--- config.mk ---
export PLATFORM = sky130hd
export DESIGN_NAME = mvb_multivib
export DESIGN_NICKNAME = d
export VERILOG_FILES = /design/src/rtl/mvb_pkg.sv /design/src/rtl/mvb_rst_sync.sv /design/src/rtl/mvb_sync.sv /design/src/rtl/mvb_trig.sv /design/src/rtl/mvb_core.sv /design/src/rtl/mvb_multivib.sv
export SDC_FILE = /design/constraint.sdc
export NUM_CORES = 1
export LEC_CHECK = 0
export BUFFER_PORTS_ARGS = -buffer_cell sky130_fd_sc_hd__buf_2
export CAP_MARGIN = 20
export CORE_AREA = 2 2 75 70
export DETAILED_ROUTE_END_ITERATION = 8
export DIE_AREA = 0 0 77 72
export GPL_TIMING_DRIVEN = 1
export PLACE_DENSITY = 0.79
export SETUP_SLACK_MARGIN = 0.5
export SKIP_LAST_GASP = 1
export SYNTH_ARGS = -nofsm -noshare
export SYNTH_HDL_FRONTEND = slang
export SYNTH_SLANG_ARGS = --single-unit
--- constraint.sdc ---
create_clock -name clk -period 2.9 [get_ports clk]
set_input_delay 0.145 -clock clk [delete_from_list [all_inputs] [get_ports clk]]
set_output_delay 0.145 -clock clk [all_outputs]
set_load 0.05 [all_outputs]
--- src/rtl/mvb_pkg.sv ---
`timescale 1ns/1ps
package mvb_pkg;

  // Synchronized request inputs; field order fixes the bit order of the sync vector.
  typedef struct packed {
    logic up;
    logic dn;
    logic run;
    logic run_n;
    logic hold;
  } mvb_in_t;

  localparam int unsigned MVB_IN_W = $bits(mvb_in_t);

  // Reset value of each synchronizer bit: the active-low gate rests high.
  localparam logic [MVB_IN_W-1:0] MVB_SYNC_RST = 5'b00010;

  // Decoded requests presented to the counter core.
  typedef struct packed {
    logic gate;
    logic fire;
    logic hold;
  } mvb_ctl_t;

  // What the core does in a given cycle.
  typedef enum logic [2:0] {
    ACT_IDLE,
    ACT_CLEAR,
    ACT_FREE,
    ACT_START,
    ACT_SHOT,
    ACT_END
  } mvb_act_e;

endpackage

--- src/rtl/mvb_rst_sync.sv ---
`timescale 1ns/1ps
module mvb_rst_sync #(
  parameter int STAGES = 2
) (
  input  logic clk,
  input  logic rst_n,
  output logic rst_sync_n
);

  logic [STAGES-1:0] chain_q;
  logic [STAGES-1:0] chain_d;

  always_comb begin
    chain_d = {chain_q[STAGES-2:0], 1'b1};
  end

  always_ff @(posedge clk or negedge rst_n) begin
    if (!rst_n) begin
      chain_q <= '0;
    end else begin
      chain_q <= chain_d;
    end
  end

  assign rst_sync_n = chain_q[STAGES-1];

endmodule

--- src/rtl/mvb_sync.sv ---
`timescale 1ns/1ps
module mvb_sync #(
  parameter int              WIDTH   = 5,
  parameter int              STAGES  = 2,
  parameter logic [WIDTH-1:0] RST_VAL = '0
) (
  input  logic             clk,
  input  logic             rst_n,
  input  logic [WIDTH-1:0] din,
  output logic [WIDTH-1:0] dout
);

  for (genvar b = 0; b < WIDTH; b++) begin : g_bit
    logic [STAGES-1:0] st_q;
    logic [STAGES-1:0] st_d;

    always_comb begin
      st_d = {st_q[STAGES-2:0], din[b]};
    end

    always_ff @(posedge clk or negedge rst_n) begin
      if (!rst_n) begin
        st_q <= {STAGES{RST_VAL[b]}};
      end else begin
        st_q <= st_d;
      end
    end

    assign dout[b] = st_q[STAGES-1];
  end

endmodule

--- src/rtl/mvb_trig.sv ---
`timescale 1ns/1ps
module mvb_trig
  import mvb_pkg::*;
(
  input  logic     clk,
  input  logic     rst_n,
  input  mvb_in_t  sin,
  output mvb_ctl_t ctl
);

  logic up_prev_q, dn_prev_q;
  logic up_rise, dn_fall;

  always_ff @(posedge clk or negedge rst_n) begin
    if (!rst_n) begin
      up_prev_q <= 1'b0;
      dn_prev_q <= 1'b0;
    end else begin
      up_prev_q <= sin.up;
      dn_prev_q <= sin.dn;
    end
  end

  always_comb begin
    up_rise  = sin.up & ~up_prev_q;
    dn_fall  = ~sin.dn & dn_prev_q;
    ctl.gate = sin.run | ~sin.run_n;
    // A trigger counts only while the opposite input holds its arming level.
    ctl.fire = ~ctl.gate & ((up_rise & ~sin.dn) | (dn_fall & sin.up));
    ctl.hold = ~ctl.gate & sin.hold;
  end

endmodule

--- src/rtl/mvb_core.sv ---
`timescale 1ns/1ps
module mvb_core
  import mvb_pkg::*;
#(
  parameter int HALF_W = 16
) (
  input  logic              clk,
  input  logic              rst_n,
  input  logic [HALF_W-1:0] half_cyc,
  input  mvb_ctl_t          ctl,
  input  logic              kill,
  output logic              q_o,
  output logic              osc_o
);

  localparam logic [HALF_W-1:0] ONE = HALF_W'(1);

  logic [HALF_W-1:0] half_eff, hm1, lo_m1;
  logic              has_mid, wrap, mid, at_rest, st_en;
  logic [HALF_W-1:0] cnt_q, cnt_d, step_cnt;
  logic              ph_q, ph_d, step_ph;
  logic              osc_q, osc_d, step_osc;
  logic              mono_q, mono_d;
  logic              q_q, q_d;
  mvb_act_e          act;

  // Timing decode
  always_comb begin
    half_eff = (half_cyc == '0) ? ONE : half_cyc;
    hm1      = half_eff - ONE;
    lo_m1    = (half_eff >> 1) - ONE;
    has_mid  = (half_eff > ONE);
    wrap     = (cnt_q >= hm1);
    mid      = has_mid && (cnt_q == lo_m1);
    at_rest  = !mono_q && !q_q && !osc_q && !ph_q && (cnt_q == hm1);
  end

  // One counting step shared by free-running and one-shot operation
  always_comb begin
    if (wrap) begin
      step_cnt = '0;
      step_ph  = ~ph_q;
      step_osc = ~osc_q;
    end else begin
      step_cnt = cnt_q + ONE;
      step_ph  = ph_q;
      step_osc = mid ? ~osc_q : osc_q;
    end
  end

  // Action select: abort, then gate, then start/extend, then running shot
  always_comb begin
    if (kill) begin
      act = ACT_CLEAR;
    end else if (ctl.gate) begin
      act = ACT_FREE;
    end else if (ctl.hold || (ctl.fire && !mono_q)) begin
      act = ACT_START;
    end else if (mono_q) begin
      act = (wrap && !ph_q) ? ACT_END : ACT_SHOT;
    end else begin
      act = ACT_IDLE;
    end
  end

  // Next state
  always_comb begin
    cnt_d  = hm1;
    ph_d   = 1'b0;
    osc_d  = 1'b0;
    mono_d = 1'b0;
    q_d    = 1'b0;
    case (act)
      ACT_FREE: begin
        cnt_d = step_cnt;
        ph_d  = step_ph;
        osc_d = step_osc;
        q_d   = step_ph;
      end
      ACT_START: begin
        cnt_d  = '0;
        ph_d   = 1'b1;
        osc_d  = 1'b1;
        mono_d = 1'b1;
        q_d    = 1'b1;
      end
      ACT_SHOT: begin
        cnt_d  = step_cnt;
        ph_d   = step_ph;
        osc_d  = step_osc;
        mono_d = 1'b1;
        q_d    = 1'b1;
      end
      default: ;
    endcase
    st_en = !((act == ACT_IDLE || act == ACT_CLEAR || act == ACT_END) && at_rest);
  end

  // State registers with clock enable
  always_ff @(posedge clk or negedge rst_n) begin
    if (!rst_n) begin
      cnt_q  <= '0;
      ph_q   <= 1'b0;
      osc_q  <= 1'b0;
      mono_q <= 1'b0;
      q_q    <= 1'b0;
    end else if (st_en) begin
      cnt_q  <= cnt_d;
      ph_q   <= ph_d;
      osc_q  <= osc_d;
      mono_q <= mono_d;
      q_q    <= q_d;
    end
  end

  assign q_o   = q_q;
  assign osc_o = osc_q;

  AST_KILL_CLEARS: assert property (@(posedge clk) disable iff (!rst_n)
    kill |=> (!q_q && !mono_q && !osc_q));

  AST_GATE_NO_SHOT: assert property (@(posedge clk) disable iff (!rst_n)
    (ctl.gate && !kill) |=> !mono_q);

  AST_START_PULSE: assert property (@(posedge clk) disable iff (!rst_n)
    ((ctl.hold || (ctl.fire && !mono_q)) && !ctl.gate && !kill) |=> (q_q && mono_q && cnt_q == '0));

  AST_IDLE_LOW: assert property (@(posedge clk) disable iff (!rst_n)
    (!ctl.gate && !mono_q && !ctl.fire && !ctl.hold) |=> !q_q);

  AST_HALF_STEADY: assert property (@(posedge clk) disable iff (!rst_n)
    (ctl.gate && !kill && !wrap && !mono_q) |=> $stable(q_q));

endmodule

--- src/rtl/mvb_multivib.sv ---
`timescale 1ns/1ps
module mvb_multivib
  import mvb_pkg::*;
#(
  parameter int HALF_W   = 16,
  parameter int SYNC_STG = 2
) (
  input  logic              clk,
  input  logic              rst_n,
  input  logic [HALF_W-1:0] half_cyc,
  input  logic              fire_up,
  input  logic              fire_dn,
  input  logic              run_en,
  input  logic              run_en_n,
  input  logic              extend,
  input  logic              kill,
  output logic              q,
  output logic              q_n,
  output logic              osc
);

  logic                rst_sync_n;
  logic [MVB_IN_W-1:0] raw_vec, sync_vec;
  mvb_in_t             sin;
  mvb_ctl_t            ctl;
  logic                q_core, osc_core;

  mvb_rst_sync #(.STAGES(2)) u_rst (
    .clk        (clk),
    .rst_n      (rst_n),
    .rst_sync_n (rst_sync_n)
  );

  assign raw_vec = {fire_up, fire_dn, run_en, run_en_n, extend};

  mvb_sync #(
    .WIDTH   (MVB_IN_W),
    .STAGES  (SYNC_STG),
    .RST_VAL (MVB_SYNC_RST)
  ) u_sync (
    .clk   (clk),
    .rst_n (rst_sync_n),
    .din   (raw_vec),
    .dout  (sync_vec)
  );

  assign sin = mvb_in_t'(sync_vec);

  mvb_trig u_trig (
    .clk   (clk),
    .rst_n (rst_sync_n),
    .sin   (sin),
    .ctl   (ctl)
  );

  mvb_core #(.HALF_W(HALF_W)) u_core (
    .clk      (clk),
    .rst_n    (rst_sync_n),
    .half_cyc (half_cyc),
    .ctl      (ctl),
    .kill     (kill),
    .q_o      (q_core),
    .osc_o    (osc_core)
  );

  // Abort masks the outputs in the same cycle; state clears on the next edge.
  assign q   = q_core & ~kill;
  assign q_n = ~q;
  assign osc = osc_core & ~kill;

endmodule

==> summary.txt <==
Async set-reset flop share out of synthesis -> 1.00
I/O pin cnt -> 27
Initial antenna violation count -> 0
Final WS setup -> -1140 ps
H-tree depth -> 2
Max Cap Viol -> 0
CP required -> 3080 ps
Dpl cells -> 474
Power per cell area -> 399 nW/µm²
Dpl hpwl -> 6550 µm
Via count -> 3,558
Share of post-route cells with drive strength above 1 -> 0.416
Flip-flop count of the largest register after layout -> 16
Slew @ Worst Pin -> 760 ps
Crit. End Element -> register
Initial Util -> 0.581
Max-slew violation total from the final report -> 0
Worst setup SP type -> input pin
Footprint of the multi-input gates -> 2090 µm²
Worst Setup SP -> half_cyc[5]
Pleak -> 1.84 nW
Final Hold Vio Count -> 0
Unrepaired setup endpoints after global routing -> true
Inserted Clock Buffers -> 5
#FFs+latches synth -> 34
Netlist cell types -> 58
Failing checks -> DRC, setup timing
First-pass GRT wire length -> 14,700 µm
# fillers -> 229
DR pass1 iterations -> 9
Clock sinks -> 34
Remaining Overflow, GRT -> 0
Relative slew slack -> 0.491
Avg Cell Area, Syn -> 8.78 µm²
Pin count of the biggest net entering global routing -> 18
Post-route ant nets -> 0
CTS tree -> yes
Rows -> 24
Synth Flop Type -> dfrtp_1
Mapped Cells -> 314
Synth Net Count -> 359
Mapped Area -> 2760 µm²
RR Endpoint -> u_core.cnt_q[15]$_DFFE_PN0N_
Final min period -> 4040 ps
Arr. time, crit path -> 4220 ps
Non-Filler Instances -> 498
Via density per instance -> 7.14
Final Setup Violations -> 20
Worst Hold Class -> input pin to register
Post-synthesis sequential area ratio -> 0.309
Most flops, register -> u_core.cnt_q
Final WL -> 12,600 µm
Initial drt markers -> 573
R2R Setup Slk -> -330 ps
Synth warn -> 0
Worst-path maximum fanout -> 10
Fmax achieved -> 247 MHz
CTS root buffer -> clkbuf_8
Final Skew -> 12.7 ps
Setup crit end -> u_core.cnt_q[15]$_DFFE_PN0N_
Commonest non-fill, non-tap cells in the layout -> 89 x buf_4, 32 x dfrtp_1, 25 x buf_2, 18 x ha_1
Maximum vdd drop -> 0.000416 V
Die footprint -> 5540 µm²
Storage cell area -> 853 µm²
Area Growth Syn to Fin -> 51.0%
Area of the core -> 4740 µm²
Setup tns final -> -20,710 ps
Height of the chip -> 72 µm
Status -> complete, but fails checks
Clk buf depth -> 2
Most common cell after layout, fill and taps aside -> buf_4
Diode count -> 0
Post-layout net count -> 477
Gr usage total -> 0.332
Top Registers -> u_core.cnt_q x16, u_sync.g_bit.st_q x10, u_rst.chain_q x2
Worst reg2reg startpoint -> u_core.cnt_q[7]$_DFFE_PN0N_
Worst hold margin -> 183 ps
Die width -> 77 µm
WL/cell -> 25.3 µm
Number of port buffers -> 26
Worst Reg-to-Reg Cells -> 12
DRC Markers -> 57
Vias in the first global route -> 3,074
Number of synthesized flops with an enable pin -> 0
RD Place Congestion -> 0.958
Tcrit/Tclk final -> 1.39
Clock-pin slew on the worst setup and hold paths -> 80 ps
Crit path kind -> input pin to register
Skew-Pair Late Insertion Delay -> 310 ps
through the flow:
| step | instance area, µm² | power [mW] | util | setup WS [ps] |
|---|---|---|---|---|
| floorplan | 2920 | 0.894 | - | -766 |
| global placement | 3690 | 1.09 | 0.778 | -826 |
| detailed placement | 3690 | 1.12 | 0.778 | -972 |
| CTS | 3940 | 1.51 | 0.830 | -655 |
| global route | 4160 | 1.69 | 0.878 | -1220 |
| finish | 4160 | 1.66 | 0.878 | -1140 |
final cells by class:
class,instances,share of cell area
multi-input combinational,246,0.502
timing repair buffer,128,0.236
sequential,34,0.205
clock buffer,7,0.0207
tap,65,0.0195
inverter,17,0.0153
clock inverter,1,0.00120
worst min-delay path by stage:
stage | from | depth (start not counted) | to | slack, ps
CTS | kill | 2 | u_core.mono_q$_DFFE_PN0N_ | 140
floorplan | rst_n | 0 | u_rst.chain_q[0]$_DFF_PN0_ | -150
detailed placement | rst_n | 1 | u_rst.chain_q[0]$_DFF_PN0_ | -70
global route | kill | 2 | u_core.mono_q$_DFFE_PN0N_ | 170
finish | kill | 2 | u_core.mono_q$_DFFE_PN0N_ | 180
global placement | rst_n | 1 | u_rst.chain_q[0]$_DFF_PN0_ | -70
layer usage:
metal | global-route usage | routed length (µm)
met2 | 0.556 | 5270
met3 | 0.0597 | 1710
met5 | 0 | 0
met4 | 0.137 | 1420
met1 | 0.431 | 4220
worst max-delay path: stages:
cell and delay [ps]:
buf_2 140, buf_4 160, or4b_1 580, nor3_1 300
xnor2_1 220, ha_1 340, a211oi_1 320, o21ai_0 300
o221ai_4 280, nand3_2 150, ha_4 200, nand2b_4 160
a21o_1 270, nand2_2 130, buf_12 150, a2bb2oi_1 250
nand2_1 120
cells by family (layout without fill, tap and decap cells):
kind of cell | count (synthesis) | count (layout) | share of synthesized area
other | 1 | 1 | 0.00136
buffers and inverters | 34 | 153 | 0.0508
adder cells (fa/ha/maj) | 21 | 21 | 0.0953
AO/OA/AOI/OAI | 81 | 81 | 0.211
multiplexers | 1 | 1 | 0.00363
AND/OR/NAND/NOR | 106 | 106 | 0.214
XOR/XNOR | 36 | 36 | 0.114
flip-flops | 34 | 34 | 0.309
timing repair:
action,in CTS,in global routing
endpoints found under the hold margin,7,0
hold buffers,6,0
pin swaps,17,17
setup buffers,5,4
resized for setup,10,31
setup endpoints to repair,20,20
cloned,0,1
power by group:
part	total (mW)	switching [mW]	internal [mW]
clock	0.380	0.188	0.192
sequential	0.562	0.0431	0.519
combinational	0.720	0.405	0.315
total	1.66	0.637	1.03
Yosys cell counts (6+ instances only):
cell / count / area share
nand2_1: 12 / 0.016
o21ai_0: 16 / 0.029
xnor2_1: 20 / 0.064
nand3_1: 15 / 0.027
nand4_1: 12 / 0.027
dfrtp_1: 32 / 0.29
inv_1: 16 / 0.022
xor2_1: 16 / 0.051
clkbuf_1: 13 / 0.018
a21oi_1: 16 / 0.029
ha_1: 21 / 0.095
a211oi_1: 6 / 0.016
nor2_1: 20 / 0.027
nor3_1: 12 / 0.022
No activity file was read; power rests on OpenSTA's default activity.
